<file path="config.mk">
export PLATFORM = sky130hd
export DESIGN_NAME = prom_page_emu
export DESIGN_NICKNAME = d
export VERILOG_FILES = /design/src/rtl/prom_emu_pkg.sv /design/src/rtl/prom_pin_sampler.sv /design/src/rtl/prom_wait_timer.sv /design/src/rtl/prom_lane_driver.sv /design/src/rtl/prom_page_emu.sv
export SDC_FILE = /design/constraint.sdc
export NUM_CORES = 1
export LEC_CHECK = 0
export ABC_AREA = 1
export BUFFER_PORTS_ARGS = -buffer_cell sky130_fd_sc_hd__buf_2
export CORE_ASPECT_RATIO = 0.6
export CORE_MARGIN = 5
export CORE_UTILIZATION = 55
export CTS_CLUSTER_DIAMETER = 80
export DETAILED_ROUTE_END_ITERATION = 6
export PLACE_DENSITY = 0.8
export SYNTH_ARGS = -nofsm -noshare
export SYNTH_HDL_FRONTEND = slang
export SYNTH_SLANG_ARGS = --single-unit
</file>
<file path="constraint.sdc">
create_clock -name clk -period 9.16 [get_ports clk]
set_input_delay 2.748 -clock clk [delete_from_list [all_inputs] [get_ports clk]]
set_output_delay 2.748 -clock clk [all_outputs]
set_load 0.01 [all_outputs]
</file>
<file path="src/rtl/prom_emu_pkg.sv">
package prom_emu_pkg;

  typedef enum logic [1:0] {
    LM_STANDBY = 2'd0,
    LM_OFF     = 2'd1,
    LM_WORD    = 2'd2,
    LM_BYTE    = 2'd3
  } lane_mode_e;

  localparam int unsigned DATA_W = 16;
  localparam int unsigned BYTE_W = 8;
  localparam int unsigned WAIT_KINDS = 4;

  // Fold the address into 16 bits, then scramble it with a multiply and an offset.
  function automatic logic [DATA_W-1:0] content_word(input logic [63:0] a);
    logic [DATA_W-1:0] fold;
    fold = '0;
    for (int i = 0; i < 4; i++) begin
      fold = fold ^ a[i*16 +: 16];
    end
    return DATA_W'(fold * 16'h9E37 + 16'h5A3C);
  endfunction

endpackage

</file>
<file path="src/rtl/prom_pin_sampler.sv">
module prom_pin_sampler #(
  parameter int unsigned ADDR_W    = 22,
  parameter int unsigned PAGE_BITS = 3
) (
  input  logic              clk,
  input  logic              rst_n,
  input  logic [ADDR_W-1:0] addr_i,
  input  logic              ce_n_i,
  input  logic              oe_n_i,
  input  logic              wide_i,
  input  logic              xbit_i,
  output logic [ADDR_W-1:0] addr_q,
  output logic              ce_n_q,
  output logic              oe_n_q,
  output logic              wide_q,
  output logic              xbit_q,
  output logic              ev_upper,
  output logic              ev_page,
  output logic              ev_ce_fall,
  output logic              ev_oe_fall
);

  localparam int unsigned UP_W = ADDR_W - PAGE_BITS;

  logic [ADDR_W-1:0] addr_p;
  logic              ce_n_p;
  logic              oe_n_p;
  logic              wide_p;
  logic              xbit_p;

  // First stage: the pins as seen at this edge.
  always_ff @(posedge clk or negedge rst_n) begin
    if (!rst_n) begin
      addr_q <= '0;
      ce_n_q <= 1'b1;
      oe_n_q <= 1'b1;
      wide_q <= 1'b1;
      xbit_q <= 1'b0;
    end else begin
      addr_q <= addr_i;
      ce_n_q <= ce_n_i;
      oe_n_q <= oe_n_i;
      wide_q <= wide_i;
      xbit_q <= xbit_i;
    end
  end

  // Second stage: the pins one edge earlier, used for change detection.
  always_ff @(posedge clk or negedge rst_n) begin
    if (!rst_n) begin
      addr_p <= '0;
      ce_n_p <= 1'b1;
      oe_n_p <= 1'b1;
      wide_p <= 1'b1;
      xbit_p <= 1'b0;
    end else begin
      addr_p <= addr_q;
      ce_n_p <= ce_n_q;
      oe_n_p <= oe_n_q;
      wide_p <= wide_q;
      xbit_p <= xbit_q;
    end
  end

  logic up_diff;
  logic low_diff;
  logic x_diff;

  always_comb begin
    up_diff  = addr_q[ADDR_W-1 -: UP_W] != addr_p[ADDR_W-1 -: UP_W];
    low_diff = addr_q[PAGE_BITS-1:0] != addr_p[PAGE_BITS-1:0];
    // The extra bit only counts as an address bit in 8-bit mode.
    x_diff   = !wide_q && (xbit_q != xbit_p);
    ev_upper   = up_diff;
    ev_page    = low_diff || (wide_q != wide_p) || x_diff;
    ev_ce_fall = ce_n_p && !ce_n_q;
    ev_oe_fall = oe_n_p && !oe_n_q;
  end

endmodule

</file>
<file path="src/rtl/prom_wait_timer.sv">
module prom_wait_timer #(
  parameter int unsigned LIMIT = 5
) (
  input  logic clk,
  input  logic rst_n,
  input  logic start,
  output logic busy
);

  localparam int unsigned CW = (LIMIT < 2) ? 1 : $clog2(LIMIT + 1);
  localparam logic [CW-1:0] RELOAD = CW'(LIMIT - 1);

  logic [CW-1:0] left;

  // The cycle of the event is one waiting cycle; LIMIT-1 more follow it.
  always_ff @(posedge clk or negedge rst_n) begin
    if (!rst_n) begin
      left <= '0;
    end else if (start) begin
      left <= RELOAD;
    end else if (left != '0) begin
      left <= left - 1'b1;
    end
  end

  assign busy = start || (left != '0);

endmodule

</file>
<file path="src/rtl/prom_lane_driver.sv">
module prom_lane_driver
  import prom_emu_pkg::*;
(
  input  logic              clk,
  input  logic              rst_n,
  input  logic              ce_n_q,
  input  logic              oe_n_q,
  input  logic              wide_q,
  input  logic              xbit_q,
  input  logic [DATA_W-1:0] word_q,
  input  logic              wait_busy,
  output logic [DATA_W-1:0] dout,
  output logic [DATA_W-1:0] dout_oe,
  output logic              dout_valid
);

  lane_mode_e        mode;
  logic [DATA_W-1:0] fresh;
  logic [DATA_W-1:0] held;
  logic              active;

  always_comb begin
    if (ce_n_q)      mode = LM_STANDBY;
    else if (oe_n_q) mode = LM_OFF;
    else if (wide_q) mode = LM_WORD;
    else             mode = LM_BYTE;
  end

  always_comb begin
    fresh   = '0;
    dout_oe = '0;
    unique case (mode)
      LM_WORD: begin
        fresh   = word_q;
        dout_oe = '1;
      end
      LM_BYTE: begin
        fresh[BYTE_W-1:0]  = xbit_q ? word_q[DATA_W-1:BYTE_W] : word_q[BYTE_W-1:0];
        dout_oe[BYTE_W-1:0] = '1;
      end
      default: begin
        fresh   = '0;
        dout_oe = '0;
      end
    endcase
  end

  assign active     = (mode == LM_WORD) || (mode == LM_BYTE);
  assign dout_valid = active && !wait_busy;
  assign dout       = dout_valid ? fresh : held;

  // Stale data stays on the lanes until the new access has matured.
  always_ff @(posedge clk or negedge rst_n) begin
    if (!rst_n) begin
      held <= '0;
    end else if (dout_valid) begin
      held <= fresh;
    end
  end


  stale_hold_chk: assert property (@(posedge clk) disable iff (!rst_n)
    (!dout_valid && $past(!dout_valid)) |-> $stable(dout));

endmodule

</file>
<file path="src/rtl/prom_page_emu.sv">
module prom_page_emu
  import prom_emu_pkg::*;
#(
  parameter int unsigned ADDR_W    = 22,
  parameter int unsigned PAGE_BITS = 3,
  parameter int unsigned RAND_CYC  = 5,
  parameter int unsigned PAGE_CYC  = 2,
  parameter int unsigned CE_CYC    = 5,
  parameter int unsigned OE_CYC    = 2
) (
  input  logic              clk,
  input  logic              rst_n,
  input  logic [ADDR_W-1:0] rom_addr,
  input  logic              chip_en_n,
  input  logic              out_en_n,
  input  logic              wide_mode,
  input  logic              lane15_in,
  output logic [15:0]       dout,
  output logic [15:0]       dout_oe,
  output logic              dout_valid
);

  localparam int unsigned LIMITS [WAIT_KINDS] = '{RAND_CYC, PAGE_CYC, CE_CYC, OE_CYC};

  logic [ADDR_W-1:0]     addr_q;
  logic                  ce_n_q;
  logic                  oe_n_q;
  logic                  wide_q;
  logic                  xbit_q;
  logic [WAIT_KINDS-1:0] events;
  logic [WAIT_KINDS-1:0] busy;
  logic [DATA_W-1:0]     word_q;

  prom_pin_sampler #(
    .ADDR_W   (ADDR_W),
    .PAGE_BITS(PAGE_BITS)
  ) u_sampler (
    .clk       (clk),
    .rst_n     (rst_n),
    .addr_i    (rom_addr),
    .ce_n_i    (chip_en_n),
    .oe_n_i    (out_en_n),
    .wide_i    (wide_mode),
    .xbit_i    (lane15_in),
    .addr_q    (addr_q),
    .ce_n_q    (ce_n_q),
    .oe_n_q    (oe_n_q),
    .wide_q    (wide_q),
    .xbit_q    (xbit_q),
    .ev_upper  (events[0]),
    .ev_page   (events[1]),
    .ev_ce_fall(events[2]),
    .ev_oe_fall(events[3])
  );

  // One independent timer per kind of event; the longest outstanding one decides.
  for (genvar g = 0; g < WAIT_KINDS; g++) begin : g_wait
    prom_wait_timer #(
      .LIMIT(LIMITS[g])
    ) u_timer (
      .clk  (clk),
      .rst_n(rst_n),
      .start(events[g]),
      .busy (busy[g])
    );
  end

  assign word_q = content_word(64'(addr_q));

  prom_lane_driver u_lanes (
    .clk       (clk),
    .rst_n     (rst_n),
    .ce_n_q    (ce_n_q),
    .oe_n_q    (oe_n_q),
    .wide_q    (wide_q),
    .xbit_q    (xbit_q),
    .word_q    (word_q),
    .wait_busy (|busy),
    .dout      (dout),
    .dout_oe   (dout_oe),
    .dout_valid(dout_valid)
  );


  standby_hiz_chk: assert property (@(posedge clk) disable iff (!rst_n)
    $past(chip_en_n) |-> (dout_oe == '0 && !dout_valid));


  out_off_hiz_chk: assert property (@(posedge clk) disable iff (!rst_n)
    ($past(!chip_en_n) && $past(out_en_n)) |-> (dout_oe == '0 && !dout_valid));


  word_lanes_chk: assert property (@(posedge clk) disable iff (!rst_n)
    ($past(rst_n) && $past(!chip_en_n && !out_en_n && wide_mode)) |-> (dout_oe == 16'hFFFF));


  byte_lanes_chk: assert property (@(posedge clk) disable iff (!rst_n)
    ($past(rst_n) && $past(!chip_en_n && !out_en_n && !wide_mode)) |-> (dout_oe == 16'h00FF));


  byte_upper_zero_chk: assert property (@(posedge clk) disable iff (!rst_n)
    (dout_valid && dout_oe == 16'h00FF) |-> (dout[15:8] == 8'h00));


  upper_wait_chk: assert property (@(posedge clk) disable iff (!rst_n)
    ($past(rst_n) && $past(rst_n, 2) &&
     $past(rom_addr[ADDR_W-1:PAGE_BITS]) != $past(rom_addr[ADDR_W-1:PAGE_BITS], 2))
    |-> !dout_valid);

endmodule

</file>
==> impl_metrics.toml, run 1 <==
[run_status]
status = "complete, no violations"

[floorplan]
die-height_um = 91.7
core_sq_um = 10700
start_util = 0.571
die_w_um = 146
io_pins = 61
num_rows = 29
dieArea_sq_um = 13400

[global_route]
grt_antenna_before_repair = 0
overflow = 0
grt_max_degree = 79
grt_use_total = 0.225
grt_pass1_wl_mm = 23.8
first_global_vias = 4671

[worst_hold_path]
hold_path_end = "u_sampler.ce_n_p"
hold_path_depth = 0
min_from = "u_sampler.ce_n_q"
holdCritPathClass = "flip-flop to flip-flop"

[timing]
hold_viol = 0
slew_headroom = 0.365
fin_crit_sh = 0.950
fin_skew_ps = 8.73
min_period_ps = 8700
grt_setup_unrepaired = "no"
setup_slack_ps = 457
drv_slew = 0
tns_ps = 0
setup_violations = 0
tightest_slew_ps = 952
timing.fmax_mhz = 115

[critical_path]
worstReg2RegStart = "u_sampler.addr_q[17]"
slowest_stage = "fa_1"
r2r_cells = 23
criticalPathCategory = "flip-flop to output port"
max_stage_delay_ps = 550
worstPathRequired_ps = 6410
crit_chain = "inv_1 -> nand2_1 -> nand2_1 -> clkinvlp_4 -> ha_2 -> ha_1 -> xnor2_1 -> fa_1 -> fa_1 -> fa_1 -> inv_1 -> fa_1 -> inv_1 -> ha_1 -> inv_1 -> nor4_2 -> o21ai_0 -> nand3_1 -> xor2_2 -> o21ai_0 -> o21ai_0 -> nand2_1 -> nand2_1 -> buf_2"
cp-end-kind = "output port"
startpoint_type = "flip-flop"
reg2reg_slack_ps = 3610
cp.arrival_ps = 5950
worst-path-max-fanout = 4
rr_endpoint = "u_lanes.held[6]"

[logic_synthesis]
yosysWarnings = 0
synthFlopType = "dfrtp_1"
synth.area.top_cells = "dfrtp_1, ha_1, fa_1"
synth-edff-count = 0
yosysUniqueCellTypes = 38
yosysTopAreaCellShare = 0.295
yosys-top-cells-count = "nand2_1, inv_1, dfrtp_1"
synth_async_sr_flop_share = 1.00
syn-instance-count = 702
synth_area_sq_um = 6120
synth.most_common_cell = "nand2_1"
synth_seq_area_share = 0.320
syn_nets = 843
synth_seq_cells = 78
yosysTopAreaCell = "dfrtp_1"
avgSynthCellArea_sq_um = 8.71

[cells_and_area]
nFillCells = 916
finalNonFillerCells = 899
synthToLayoutAreaGrowth_pct = 11.3
antennaDiodeCount = 0
drive_gt1_frac = 0.139
finish.instance_area_sq_um = 6810
nets = 896

[route]
num_vias = 4720
dr.pass1.iters = 5
totalWireLength_mm = 14.3
wl_per_cell_um = 15.9
drtIter0Drc = 265
drc = 0
final_antenna_net_count = 0
vias_per_cell = 5.25

[power_and_ir_drop]
p_leak_nw = 3.78
p_clk_frac = 0.162
p_int_mw = 1.17
pwr-share-comb = 0.675
seq_power_share = 0.163
power_density_nw_per_um2 = 350
netSwitchingFraction = 0.510
finalPower_mw = 2.38
switchingPower_mw = 1.21
ir_drop_v = 0.000317

[clock_tree]
cts.sinks = 78
clk_root_buffer_cell = "clkbuf_16"
tritoncts = "built"
cts_buffer_depth = 2
clk_latency_ps = 340
clk_pin_slew_worst_paths_ps = 60
numCtsBuffers = 9
cts.htree.levels = 3
cts_hold_buf = 0

[place]
dp_hpwl_mm = 11.5
io_buffers = 60
globalplace.congestion = 0.944
post-place-ws_ps = 678
dpl_cell_area_sq_um = 6450
placed_cells = 881

[flow_run]
max-cap-violations = 0
==> metal layers <==
layer	routed length [um]	vias to the layer above	GRT usage	share of wire
met2	5890	187	0.328	0.41
li1	-	2256	-	-
met4	172	0	0.0423	0.012
met5	0	-	0	0
met1	6950	2262	0.341	0.48
met3	1330	15	0.0586	0.093
==> layout make-up <==
type / instances / area, sq um / share of cell area
multi-input cells: 457 / 3480 / 0.511
well taps: 139 / 174 / 0.0256
flip-flops and latches: 78 / 1960 / 0.288
clock inverters: 6 / 92.6 / 0.0136
clock buffers: 10 / 229 / 0.0336
inverters: 147 / 556 / 0.0816
repair buffers: 62 / 318 / 0.0467
==> kinds of logic after synthesis <==
family,synth area share
compound gates,0.0520
buf+inv,0.114
flops,0.320
simple gates,0.177
xor+xnor,0.0544
fa+ha+maj,0.283
==> worst max-delay path: cells and delay by family, from the launching register on <==
kind / cells / cell delay [ps]
adders and majority gates: 7 / 2950
and+or+nand+nor: 6 / 870
DFF: 1 / 400
xor gates and xnor gates: 2 / 410
AOI/OAI and AO/OA: 3 / 340
buffers and inverters: 6 / 630
==> power by group through the flow <==
stage | sequential, mW | combinational, mW | clock, mW
after global placement | 0.392 | 1.51 | 0
after floorplan | 0.388 | 1.10 | 0
after detailed placement | 0.394 | 1.53 | 0
after global routing | 0.392 | 1.79 | 0.408
final | 0.388 | 1.61 | 0.386
after CTS | 0.388 | 1.54 | 0.390
==> timing repair <==
action | in CTS | in global routing
endpoints found under the setup margin | 0 | 2
buffers inserted | 0 | 2
resized for setup | 0 | 5
==> worst max path at each step <==
stage / startpoint / end / depth (start not counted)
final: u_sampler.addr_q[17] / dout[6] / 24
after global routing: u_sampler.addr_q[17] / dout[6] / 24
after CTS: u_sampler.addr_q[17] / dout[6] / 24
after detailed placement: u_sampler.addr_q[17] / dout[6] / 24
after global placement: u_sampler.addr_q[17] / dout[6] / 24
after floorplan: u_sampler.addr_q[16] / dout[6] / 23
==> cell usage in the layout, fill, tap and decap left out, types with 4 or more instances in the layout <==
cell,instances
inv_2,4
ha_1,70
nand2_1,166
dfrtp_1,72
xnor2_1,21
fa_1,42
buf_2,59
inv_1,142
nor2_1,22
nand3_1,33
dfstp_2,6
nor3_1,6
o21ai_0,23
a21oi_1,15
nand2_2,4
nor3_2,4
clkbuf_16,9
xor2_1,16
or2_2,4
==> flip-flops by register name, summed over array words and instances (netlist names), 10 cells and up <==
signal / count
g_wait.u_timer.left: 10
u_lanes.held: 16
u_sampler.addr_p: 22
u_sampler.addr_q: 22
==> metrics by stage <==
stage	hold slack, ps	util
floorplan	361	-
global placement	367	0.603
detailed placement	368	0.603
CTS	379	0.633
global route	383	0.636
finish	377	0.636
(Power assumes the default switching activity.)
==> inputs of run 2 (changes only) <==
==> constraint.sdc (replaced) <==
create_clock -name clk -period 11.2 [get_ports clk]
set_input_delay 3.36 -clock clk [delete_from_list [all_inputs] [get_ports clk]]
set_output_delay 3.36 -clock clk [all_outputs]
set_load 0.01 [all_outputs]
==> run 2 against run 1 <==
  * First-iteration DRC count is 28% higher
  * Via count is 2.4% lower
  * Clock-buffer cell count stayed put
  * Critical endpoint unchanged
  * Largest cell class unchanged
  * Highest routed layer unchanged
==> impl_metrics.toml, run 2 (synthesis results as in run 1) <==
[critical_path]
max_stage_delay_ps = 550
cp.arrival_ps = 6140
criticalPathCategory = "flip-flop to output port"
crit_chain = "inv_1 -> nand2_1 -> nand2_1 -> inv_1 -> ha_1 -> ha_1 -> xnor2_1 -> fa_1 -> fa_1 -> fa_1 -> inv_1 -> fa_1 -> inv_1 -> ha_1 -> inv_1 -> nor4_1 -> o21ai_0 -> nand3_1 -> xor2_1 -> o21ai_0 -> o21ai_0 -> nand2_1 -> nand2_1 -> buf_2"
slowest_stage = "fa_1"
worst-path-max-fanout = 8
worstPathRequired_ps = 7840
reg2reg_slack_ps = 5470
cp-end-kind = "output port"
cp_top_family = "adder cells"
rr_endpoint = "u_lanes.held[6]"
r2r_cells = 23
worstReg2RegStart = "u_sampler.addr_q[17]"
critPathBufInv = 6
cpMostUsedCell = "inv_1"
startpoint_type = "flip-flop"

[run_status]
status = "complete, no violations"

[timing]
timing.fmax_mhz = 105
slew_headroom = 0.372
min_period_ps = 9500
grt_setup_unrepaired = "no"
fin_crit_sh = 0.848
tightest_slew_ps = 943
fin_skew_ps = 8.53
hold_viol = 0
drv_slew = 0
setup_slack_ps = 1700
tns_ps = 0
whs_ps = 372
setup_violations = 0

[clock_tree]
cts-resized-gates = 0
cts_hold_buf = 0
numCtsBuffers = 9
cts_buffer_depth = 2
cts.sinks = 78
clk_latency_ps = 340
tritoncts = "built"
clk_pin_slew_worst_paths_ps = 70
cts.htree.levels = 3
cts_setup_buffers = 0
clk_root_buffer_cell = "clkbuf_16"

[global_route]
grt_use_total = 0.226
grt_max_degree = 79
overflow = 0
first_global_vias = 4689
grt_pass1_wl_mm = 23.9
grt_antenna_before_repair = 0

[floorplan]
dieArea_sq_um = 13400
die-height_um = 91.7
die_w_um = 146
core_sq_um = 10700
num_rows = 29
start_util = 0.571
io_pins = 61

[flow_run]
max-cap-violations = 0

[cells_and_area]
final_common_cell = "nand2_1"
fin_util = 0.633
antennaDiodeCount = 0
mostFrequentLayoutCells = "nand2_1, inv_1, dfrtp_1"
nets = 894
reg_top3 = "u_sampler.addr_p x22, u_sampler.addr_q x22, u_lanes.held x16"
drive_gt1_frac = 0.131
synthToLayoutAreaGrowth_pct = 10.7

[worst_hold_path]
hold_path_end = "u_sampler.ce_n_p"
min_from = "u_sampler.ce_n_q"
holdCritPathClass = "flip-flop to flip-flop"
hold_path_depth = 0

[power_and_ir_drop]
power_density_nw_per_um2 = 283
netSwitchingFraction = 0.509
pwr-share-comb = 0.668
seq_power_share = 0.166
p_clk_frac = 0.165
p_leak_nw = 3.78
p_int_uw = 939
ir_drop_v = 0.000220
finalPower_mw = 1.91
switchingPower_uw = 975

[route]
dr.pass1.iters = 4
vias_per_cell = 5.14
wl_per_cell_um = 15.8
totalWireLength_mm = 14.1
final_antenna_net_count = 0
num_vias = 4607
drc = 0
drtIter0Drc = 340

[place]
dp_hpwl_mm = 11.4
io_buffers = 60
globalplace.congestion = 0.944
post-place-ws_ps = 2080
-- run 2: power by group through the flow --
stage | clock (mW) | sequential (mW) | combinational, mW
2_1_floorplan | 0 | 0.317 | 0.900
3_3_place_gp | 0 | 0.321 | 1.23
3_5_place_dp | 0 | 0.322 | 1.25
4_1_cts | 0.323 | 0.318 | 1.26
5_1_grt | 0.338 | 0.321 | 1.45
6_report | 0.317 | 0.318 | 1.28
-- run 2: layout make-up --
cell class              instances  area (sq um)
fillers                       884          3930
multi-input cells             457          3460
flip-flops and latches         78          1960
inverters                     147           552
repair buffers                 60           303
clock buffers                  10           229
well taps                     139           174
clock inverters                 6          92.6
-- run 2: worst max-delay path by stage --
stage | end | cells after the start | start
6_report | dout[6] | 24 | u_sampler.addr_q[17]
5_1_grt | dout[6] | 24 | u_sampler.addr_q[1]
4_1_cts | dout[6] | 24 | u_sampler.addr_q[17]
3_5_place_dp | dout[6] | 24 | u_sampler.addr_q[17]
3_3_place_gp | dout[6] | 24 | u_sampler.addr_q[17]
2_1_floorplan | dout[6] | 23 | u_sampler.addr_q[16]
-- run 2: metrics by stage --
| stage | area, sq um | instances |
|---|---|---|
| 5_1_grt | 6770 | 897 |
| 6_report | 6770 | 897 |
| 3_5_place_dp | 6450 | 881 |
| 4_1_cts | 6770 | 897 |
| 2_1_floorplan | 6120 | 702 |
| 3_3_place_gp | 6450 | 881 |
-- run 2: worst register-to-register path: stages (launching register included) --
cell,delay [ps]
dfrtp_1,390
inv_1,100
nand2_1,60
nand2_1,140
inv_1,210
ha_1,340
ha_1,320
xnor2_1,200
fa_1,460
fa_1,530
fa_1,550
inv_1,60
fa_1,530
inv_1,40
ha_1,310
inv_1,100
nor4_1,370
o21ai_0,170
nand3_1,140
xor2_1,270
o21ai_0,110
o21ai_0,110
nand2_1,70
nand2_1,80
-- run 2: routing by layer --
| metal | track usage | part of all wire | routed length [um] |
|---|---|---|---|
| met5 | 0 | 0 | 0 |
| met1 | 0.339 | 0.48 | 6750 |
| met4 | 0.0462 | 0.012 | 168 |
| met2 | 0.328 | 0.41 | 5760 |
| met3 | 0.0665 | 0.10 | 1450 |
==> inputs of run 3 (changes only) <==
==> constraint.sdc (replaced) <==
create_clock -name clk -period 9.3 [get_ports clk]
set_input_delay 2.79 -clock clk [delete_from_list [all_inputs] [get_ports clk]]
set_output_delay 2.79 -clock clk [all_outputs]
set_load 0.01 [all_outputs]
==> run 3 against run 2 <==
  * Non-clock buffer count grew 4
  * Design area up 0.18%
  * Global-route usage fell by 0.33 points
  * Sequential power increased by 20%
  * Clock-buffer cell count did not move
  * Die area unchanged
  * Critical path depth unchanged
  * Worst setup slack got worse by 1300 ps
  * Sequential cell count did not move
  * Cell count increased by 0.45%
  * Clock skew about the same
  * Largest cell class unchanged
==> impl_metrics.toml, run 3 (synthesis results as in run 1) <==
[power_and_ir_drop]
p_leak_nw = 3.79
power_density_nw_per_um2 = 339
finalPower_mw = 2.30
ir_drop_v = 0.000270

[critical_path]
worst-path-max-fanout = 6
cp-end-kind = "output port"
startpoint_type = "flip-flop"
critPathLaunch = "u_sampler.addr_q[17]"
criticalPathCategory = "flip-flop to output port"
cp_top_family = "adder cells"
rr_endpoint = "u_lanes.held[6]"
critPathBufInv = 6
max_stage_delay_ps = 560
reg2reg_slack_ps = 3600
crit_chain = "inv_1 -> nand2_1 -> nand2_1 -> clkinvlp_4 -> ha_2 -> ha_1 -> xnor2_1 -> fa_1 -> fa_1 -> fa_1 -> inv_1 -> fa_1 -> inv_1 -> ha_1 -> inv_1 -> nor4_2 -> o21ai_0 -> nand3_1 -> xor2_1 -> o21ai_0 -> o21ai_0 -> nand2_1 -> nand2_1 -> buf_2"
worstReg2RegStart = "u_sampler.addr_q[17]"
slowest_stage = "fa_1"
worstPathRequired_ps = 6510
cp.arrival_ps = 6120
r2r_cells = 23

[cells_and_area]
mostFrequentLayoutCells = "nand2_1, inv_1, dfrtp_1"
nets = 898
antennaDiodeCount = 0
synthToLayoutAreaGrowth_pct = 10.9
final_common_cell = "nand2_1"
drive_gt1_frac = 0.139
reg_top3 = "u_sampler.addr_p x22, u_sampler.addr_q x22, u_lanes.held x16"

[timing]
setup_violations = 0
fin_crit_sh = 0.958
hold_viol = 0
drv_slew = 0
fin_skew_ps = 8.82
slew_headroom = 0.370
tightest_slew_ps = 945
min_period_ps = 8910
whs_ps = 376
grt_setup_unrepaired = "no"
tns_ps = 0
timing.fmax_mhz = 112

[global_route]
first_global_vias = 4574
overflow = 0
grt_antenna_before_repair = 0
grt_max_degree = 79
grt_pass1_wl_mm = 23.4
grt_use_total = 0.223

[floorplan]
num_rows = 29
die-height_um = 91.7
dieArea_sq_um = 13400
die_w_um = 146
core_sq_um = 10700
start_util = 0.571
io_pins = 61

[clock_tree]
numCtsBuffers = 9
clk_latency_ps = 350
tritoncts = "built"
cts_buffer_depth = 2
clk_pin_slew_worst_paths_ps = 60
cts.sinks = 78
cts.htree.levels = 3
clk_root_buffer_cell = "clkbuf_16"

[route]
wl_per_cell_um = 15.5
num_vias = 4646
final_antenna_net_count = 0
drc = 0
vias_per_cell = 5.16
totalWireLength_mm = 14.0
drtIter0Drc = 293
dr.pass1.iters = 6

[place]
io_buffers = 60
globalplace.congestion = 0.944
dp_hpwl_mm = 11.5

[worst_hold_path]
min_from = "u_sampler.oe_n_q"
hold_path_end = "u_sampler.oe_n_p"
hold_path_depth = 0
holdCritPathClass = "flip-flop to flip-flop"

[flow_run]
max-cap-violations = 0

[run_status]
status = "complete, no violations"
[run 3: area by class of cell]
class	count	area, sq um
Multi-Input combinational cell	457	3470
Sequential cell	78	1960
Inverter	147	556
Timing Repair Buffer	64	333
Clock buffer	10	229
Tap cell	139	174
Clock inverter	6	62.6
Fill cell	898	3920
[run 3: metrics by stage]
step / setup slack, ps / instances / utilization / area [sq um]
6_report: 395 / 901 / 0.634 / 6780
5_1_grt: 50.7 / 901 / 0.634 / 6780
3_5_place_dp: 717 / 881 / 0.603 / 6450
4_1_cts: 320 / 897 / 0.630 / 6740
3_3_place_gp: 959 / 881 / 0.603 / 6450
2_1_floorplan: 1480 / 702 / - / 6120
[run 3: worst max-delay path by stage]
stage                     cells after the start  endpoint  slack, ps
after floorplan                              23   dout[6]       1480
after global placement                       24   dout[6]        960
after detailed placement                     24   dout[6]        720
after CTS                                    24   dout[6]        320
after global routing                         24   dout[6]         50
final                                        24   dout[6]        390
[run 3: worst reg2reg max path, cell delays in order, from the launching register on]
cell,delay (ps)
dfrtp_1,400
inv_1,100
nand2_1,60
nand2_1,180
clkinvlp_4,210
ha_2,270
ha_1,320
xnor2_1,190
fa_1,460
fa_1,520
fa_1,560
inv_1,60
fa_1,530
inv_1,40
ha_1,320
inv_1,120
nor4_2,330
o21ai_0,160
nand3_1,140
xor2_1,290
o21ai_0,110
o21ai_0,100
nand2_1,80
nand2_1,70
[run 3: power breakdown]
group	internal, mW	switching, mW
logic	0.534	1.03
clock network	0.208	0.143
registers	0.363	0.0183
total	1.10	1.19
[run 3: layer usage]
layer | wire length (um) | GRT usage
met3 | 1330 | 0.0768
met1 | 6930 | 0.334
met4 | 104 | 0.0415
met5 | 0 | 0
met2 | 5650 | 0.316
[run 3: repair_timing]
item / CTS / global route
hold buffers: 0 / 0
gates resized for setup: 0 / 3
hold endpoints to repair: 0 / 0
buffers inserted: 0 / 4
endpoints found under the setup margin: 0 / 1
